===== src/rtl/mdrop_rx_pkg.sv =====
package mdrop_rx_pkg;

    typedef enum logic [1:0] {
        ST_IDLE,
        ST_START,
        ST_BITS,
        ST_STOP
    } rx_state_e;

    function automatic bit wake_ok(input logic addr_only, input logic ninth);
        return (!addr_only) || ninth;
    endfunction

endpackage


===== src/rtl/mdrop_rx_sync.sv =====
module mdrop_rx_sync #(
    parameter int STAGES = 2
) (
    input  logic clk,
    input  logic rst_n,
    input  logic din,
    output logic dout
);
    logic [STAGES-1:0] chain_d, chain_q;

    generate
        if (STAGES == 1) begin : g_one
            always_comb chain_d = din;
        end else begin : g_many
            always_comb chain_d = {chain_q[STAGES-2:0], din};
        end
    endgenerate

    always_ff @(posedge clk or negedge rst_n) begin
        if (!rst_n) chain_q <= '1;
        else        chain_q <= chain_d;
    end

    assign dout = chain_q[STAGES-1];
endmodule


===== src/rtl/mdrop_rx_framer.sv =====
module mdrop_rx_framer
    import mdrop_rx_pkg::*;
#(
    parameter int OVERSAMPLE = 16,
    parameter int FRAME_BITS = 9
) (
    input  logic                  clk,
    input  logic                  rst_n,
    input  logic                  tick,
    input  logic                  rxd,
    output logic                  done,
    output logic                  stop_ok,
    output logic [FRAME_BITS-1:0] frame
);
    localparam int CW = $clog2(OVERSAMPLE);
    localparam int IW = $clog2(FRAME_BITS + 1);
    localparam logic [CW-1:0] HALF_LAST = CW'(OVERSAMPLE / 2 - 1);
    localparam logic [CW-1:0] FULL_LAST = CW'(OVERSAMPLE - 1);
    localparam logic [IW-1:0] IDX_LAST  = IW'(FRAME_BITS - 1);

    typedef struct packed {
        rx_state_e             st;
        logic [CW-1:0]         cnt;
        logic [IW-1:0]         idx;
        logic [FRAME_BITS-1:0] sh;
        logic                  done;
        logic                  stop_ok;
    } fr_t;

    fr_t fr_d, fr_q;

    always_comb begin
        fr_d         = fr_q;
        fr_d.done    = 1'b0;
        fr_d.stop_ok = 1'b0;
        case (fr_q.st)
            ST_IDLE: begin
                if (tick && !rxd) begin
                    fr_d.st  = ST_START;
                    fr_d.cnt = '0;
                end
            end
            ST_START: begin
                if (tick) begin
                    if (fr_q.cnt == HALF_LAST) begin
                        fr_d.cnt = '0;
                        fr_d.idx = '0;
                        fr_d.st  = rxd ? ST_IDLE : ST_BITS;
                    end else begin
                        fr_d.cnt = fr_q.cnt + 1'b1;
                    end
                end
            end
            ST_BITS: begin
                if (tick) begin
                    if (fr_q.cnt == FULL_LAST) begin
                        fr_d.cnt = '0;
                        fr_d.sh  = {rxd, fr_q.sh[FRAME_BITS-1:1]};
                        if (fr_q.idx == IDX_LAST) fr_d.st  = ST_STOP;
                        else                      fr_d.idx = fr_q.idx + 1'b1;
                    end else begin
                        fr_d.cnt = fr_q.cnt + 1'b1;
                    end
                end
            end
            ST_STOP: begin
                if (tick) begin
                    if (fr_q.cnt == FULL_LAST) begin
                        fr_d.cnt     = '0;
                        fr_d.done    = 1'b1;
                        fr_d.stop_ok = rxd;
                        fr_d.st      = ST_IDLE;
                    end else begin
                        fr_d.cnt = fr_q.cnt + 1'b1;
                    end
                end
            end
            default: fr_d.st = ST_IDLE;
        endcase
    end

    always_ff @(posedge clk or negedge rst_n) begin
        if (!rst_n) begin
            fr_q.st      <= ST_IDLE;
            fr_q.cnt     <= '0;
            fr_q.idx     <= '0;
            fr_q.sh      <= '0;
            fr_q.done    <= 1'b0;
            fr_q.stop_ok <= 1'b0;
        end else begin
            fr_q <= fr_d;
        end
    end

    assign done    = fr_q.done;
    assign stop_ok = fr_q.stop_ok;
    assign frame   = fr_q.sh;
endmodule


===== src/rtl/mdrop_rx_filter.sv =====
module mdrop_rx_filter
    import mdrop_rx_pkg::*;
#(
    parameter int DATA_BITS = 8
) (
    input  logic                 clk,
    input  logic                 rst_n,
    input  logic                 done,
    input  logic                 stop_ok,
    input  logic [DATA_BITS:0]   frame,
    input  logic                 addr_only,
    input  logic                 clr,
    output logic [DATA_BITS-1:0] data,
    output logic                 bit9,
    output logic                 flag
);
    typedef struct packed {
        logic [DATA_BITS-1:0] data;
        logic                 bit9;
        logic                 flag;
    } hold_t;

    hold_t h_d, h_q;
    logic  accept;

    always_comb begin
        accept = done && stop_ok && !h_q.flag
                 && wake_ok(addr_only, frame[DATA_BITS]);
        h_d = h_q;
        if (accept) begin
            h_d.data = frame[DATA_BITS-1:0];
            h_d.bit9 = frame[DATA_BITS];
            h_d.flag = 1'b1;
        end else if (clr) begin
            h_d.flag = 1'b0;
        end
    end

    always_ff @(posedge clk or negedge rst_n) begin
        if (!rst_n) h_q <= '0;
        else        h_q <= h_d;
    end

    assign data = h_q.data;
    assign bit9 = h_q.bit9;
    assign flag = h_q.flag;
endmodule


===== src/rtl/mdrop_rx.sv =====
module mdrop_rx #(
    parameter int DATA_BITS   = 8,
    parameter int OVERSAMPLE  = 16,
    parameter int SYNC_STAGES = 2
) (
    input  logic                 clk,
    input  logic                 rst_n,
    input  logic                 rxd_in,
    input  logic                 os_tick,
    input  logic                 addr_only_en,
    input  logic                 flag_clr,
    output logic [DATA_BITS-1:0] rx_data,
    output logic                 rx_bit9,
    output logic                 rx_flag
);
    localparam int FRAME_BITS = DATA_BITS + 1;

    logic                  rxd_s;
    logic                  done_w;
    logic                  stop_ok_w;
    logic [FRAME_BITS-1:0] frame_w;

    mdrop_rx_sync #(.STAGES(SYNC_STAGES)) sync_i (
        .clk  (clk),
        .rst_n(rst_n),
        .din  (rxd_in),
        .dout (rxd_s)
    );

    mdrop_rx_framer #(.OVERSAMPLE(OVERSAMPLE), .FRAME_BITS(FRAME_BITS)) framer_i (
        .clk    (clk),
        .rst_n  (rst_n),
        .tick   (os_tick),
        .rxd    (rxd_s),
        .done   (done_w),
        .stop_ok(stop_ok_w),
        .frame  (frame_w)
    );

    mdrop_rx_filter #(.DATA_BITS(DATA_BITS)) filter_i (
        .clk      (clk),
        .rst_n    (rst_n),
        .done     (done_w),
        .stop_ok  (stop_ok_w),
        .frame    (frame_w),
        .addr_only(addr_only_en),
        .clr      (flag_clr),
        .data     (rx_data),
        .bit9     (rx_bit9),
        .flag     (rx_flag)
    );
endmodule


===== config.mk =====
export PLATFORM = sky130hd
export DESIGN_NAME = mdrop_rx
export DESIGN_NICKNAME = d
export VERILOG_FILES = /design/src/rtl/mdrop_rx_pkg.sv /design/src/rtl/mdrop_rx_sync.sv /design/src/rtl/mdrop_rx_framer.sv /design/src/rtl/mdrop_rx_filter.sv /design/src/rtl/mdrop_rx.sv
export SDC_FILE = /design/constraint.sdc
export NUM_CORES = 1
export LEC_CHECK = 0
export BUFFER_PORTS_ARGS = -buffer_cell sky130_fd_sc_hd__buf_2
export CORE_MARGIN = 2
export CORE_UTILIZATION = 30
export CTS_CLUSTER_DIAMETER = 100
export CTS_CLUSTER_SIZE = 40
export DETAILED_ROUTE_END_ITERATION = 16
export MAX_ROUTING_LAYER = met4
export PLACE_DENSITY = 0.52
export SYNTH_ARGS = -nofsm -noshare
export SYNTH_HDL_FRONTEND = slang
export SYNTH_SLANG_ARGS = --single-unit

===== constraint.sdc =====
create_clock -name clk -period 1.6 [get_ports clk]
set_input_delay 0.08 -clock clk [delete_from_list [all_inputs] [get_ports clk]]
set_output_delay 0.08 -clock clk [all_outputs]
set_load 0.005 [all_outputs]

==> reports/summary.txt <==
drt first pass iters -> 4
initial drt markers -> 31
GRT Overall Usage -> 0.114
global route overflow -> 0
Initial Util -> 0.307
Design Area, Final -> 1800 sq um
r2r startpoint -> framer_i.fr_q[15]
gpl congestion -> 0.745
Worst Reg-to-Reg Cells -> 5
largest net degree at the start of global routing -> 34
Routed Antenna Nets -> 0
largest family of logic cells by synthesized area -> multiplexers
synthesized flop and latch total -> 33
cells after synthesis -> 116
Crit path required time -> 1770 ps
Final period util -> 0.950
reg2reg setup slack -> 80 ps
Final min period -> 1520 ps
worst hold slack -> 74.8 ps
Synth area leader -> dfrtp_1
Slowest cell on crit path -> dfrtp_1
number of global-route vias before repair -> 950
Synth Area in Simple Gates -> 0.122
Finish-stage setup viols -> 0
Worst Path Arrival -> 1690 ps
peak supply drop -> 0.612 mV
layout cell share with drive strength beyond 1 -> 0.407
# clock sinks -> 33
detailed placer's ending HPWL -> 1850 um
Core Area -> 5010 sq um
worst slew pin tran -> 723 ps
Clock Root Buffer -> clkbuf_8
crit-path max cell delay -> 400 ps
drt wl/cell -> 12.7 um
hold wc startpoint -> flag_clr
Max Freq -> 0.658 GHz
fill count -> 512
outcome -> finished clean
crit path cell chain -> ha_2, nand3_2, nor3_4, buf_12, mux2_2
XOR/XNOR share of the synthesized area -> 0.0114
CTS tree -> done
global-route wire length before repair -> 4640 um
dpl cell area -> 1690 sq um
register area share after synthesis -> 0.539
Clk Latency, worst-skew pair -> 280 ps
RSZ-0062 raised after global routing -> false
PD cells -> 1270 nW/um^2
sum of negative setup slack -> 0 ps
Critical R2R Capture -> framer_i.frame[8]
initial antenna violation count -> 0
Total Power -> 2.28 mW
WS Path Type -> flop to flop
syn_nets -> 125
crit path launch type -> flop
DRC violations left -> 0
Mean Syn Cell Area -> 13.2 sq um
# IOs -> 16
vias per cell -> 4.60
post-synth cell types -> 41
routed vias -> 966
die area -> 5710 sq um
Worst Hold Endpoint -> filter_i.flag
Final WS setup -> 80.0 ps
clk slew on worst S/H paths -> 70 ps
final hold viol count -> 0
synth warn -> 0
Final Net Count -> 148
total of max-cap violations -> 0
H-Tree Depth -> 2
cts bufs inserted -> 5
clk_skew -> 5.50 ps
Die Wd -> 75.6 um
row count -> 26
crit path capture type -> flop
synthesized area -> 1540 sq um
Adder-Cell Fraction of Synth Area -> 0.0244
Slew headroom -> 0.518
post-synth top area share -> 0.505
setup slack at placement -> 77.0 ps
Hold Crit Depth -> 3
Compound-Gate Fraction of Synth Area -> 0.0936
# diodes -> 0
Tightest Hold Check Type -> input port to flop
final wirelength -> 2680 um
port bufs -> 15
Die Span Y -> 75.6 um
CP max FO -> 13
Max Slew Vio Count -> 0
clk buf depth -> 2
multiplexer share of the synthesized area -> 0.162
P_leak -> 0.891 nW
Layout area overhead -> 16.9%
synth top area cells -> dfrtp_1 (50%), mux2_2 (8.1%), mux2_4 (6.8%)
[layout make-up]
type / count / area [sq um] / area share
Clock buffer: 6 / 72.6 / 0.0404
Clock inverter: 2 / 10.0 / 0.00557
Sequential cell: 33 / 828 / 0.461
Tap cell: 70 / 87.6 / 0.0487
Inverter: 4 / 15.0 / 0.00836
Timing Repair Buffer: 22 / 145 / 0.0808
Multi-Input combinational cell: 73 / 638 / 0.355
[layout by cell type, fill, tap and decap left out, types with 3 or more instances in the layout]
| cell | Yosys | final |
|---|---|---|
| buf_4 | 1 | 4 |
| clkbuf_8 | 0 | 5 |
| buf_2 | 1 | 15 |
| nand3_1 | 5 | 5 |
| inv_1 | 4 | 4 |
| mux2_2 | 11 | 11 |
| a21o_1 | 3 | 3 |
| dfrtp_1 | 31 | 31 |
| nand2_1 | 9 | 9 |
| mux2_4 | 7 | 7 |
| o21ai_0 | 3 | 3 |
[where the power goes]
part | internal (mW) | switching [mW]
sequential | 0.949 | 0.157
clock | 0.301 | 0.293
combinational | 0.277 | 0.298
[cells in the mapped netlist]
cell,n
nor2_1,1
a31o_2,1
a311oi_1,1
buf_2,1
dfrtp_1,31
mux2_2,11
ha_1,3
a22o_1,2
nand3b_1,1
mux2_4,7
xnor2_1,1
a21o_2,1
nand3_1,5
and3b_1,1
mux2i_1,2
a21o_1,3
buf_4,1
buf_6,4
o21ai_0,3
nand2_1,9
or2_4,1
nand4_1,1
o32ai_1,1
a21oi_1,1
inv_1,4
nor3b_1,1
nand3_2,1
nor3_1,1
o21ai_2,1
nor2b_1,1
or4b_1,1
and4b_1,1
nand2_2,1
a31oi_1,2
o311ai_1,1
a32o_1,1
dfstp_2,2
a21oi_2,1
nor3_4,2
and3_1,1
xor2_1,1
[flip-flops by register name, summed over array words and instances, names as in the netlist]
signal,cells
framer_i.fr_q,10
framer_i.frame,9
filter_i.data,8
sync_i.chain_q,2
filter_i.bit9,1
filter_i.flag,1
framer_i.done,1
framer_i.stop_ok,1
[worst max path at each step]
stage	from	cells after the start	slack [ps]	end
floorplan	framer_i.fr_q[15]	5	80	framer_i.frame[0]
global route	framer_i.fr_q[15]	5	10	framer_i.frame[8]
detailed placement	framer_i.fr_q[15]	5	80	framer_i.frame[8]
finish	framer_i.fr_q[15]	5	80	framer_i.frame[8]
CTS	framer_i.fr_q[15]	5	60	framer_i.frame[8]
global placement	framer_i.fr_q[15]	5	110	framer_i.frame[1]
[metrics by stage]
stage | cells | utilization
finish | 210 | 0.359
detailed placement | 200 | 0.338
global route | 210 | 0.359
global placement | 200 | 0.338
floorplan | 116 | -
CTS | 210 | 0.358
[worst max-delay path, delay by kind of cell, from the launching register on]
kind,cells,cell delay (ps)
buffers and inverters,1,170
flip-flops,1,400
multiplexers,1,330
AND/OR/NAND/NOR,2,270
adder cells (fa/ha/maj),1,230
[what timing repair did]
item                       4_1_cts  5_1_grt
gates resized for setup          0        1
setup buffers                    0        0
setup endpoints to repair        0        2
hold buffers                     2        0
hold endpoints to repair        32        0
[per-layer routing]
| metal | part of all wire | track usage |
|---|---|---|
| met1 | 0.48 | 0.152 |
| met4 | 0.021 | 0.0526 |
| met3 | 0.032 | 0.0357 |
| met5 | 0 | - |
| met2 | 0.46 | 0.159 |
[kinds of logic after synthesis]
logic type | Yosys count
simple gates | 29
buf+inv | 10
mux | 20
flops | 33
compound gates | 19
fa+ha+maj | 3
xor+xnor | 2
Power figures use the tool's default switching activity.
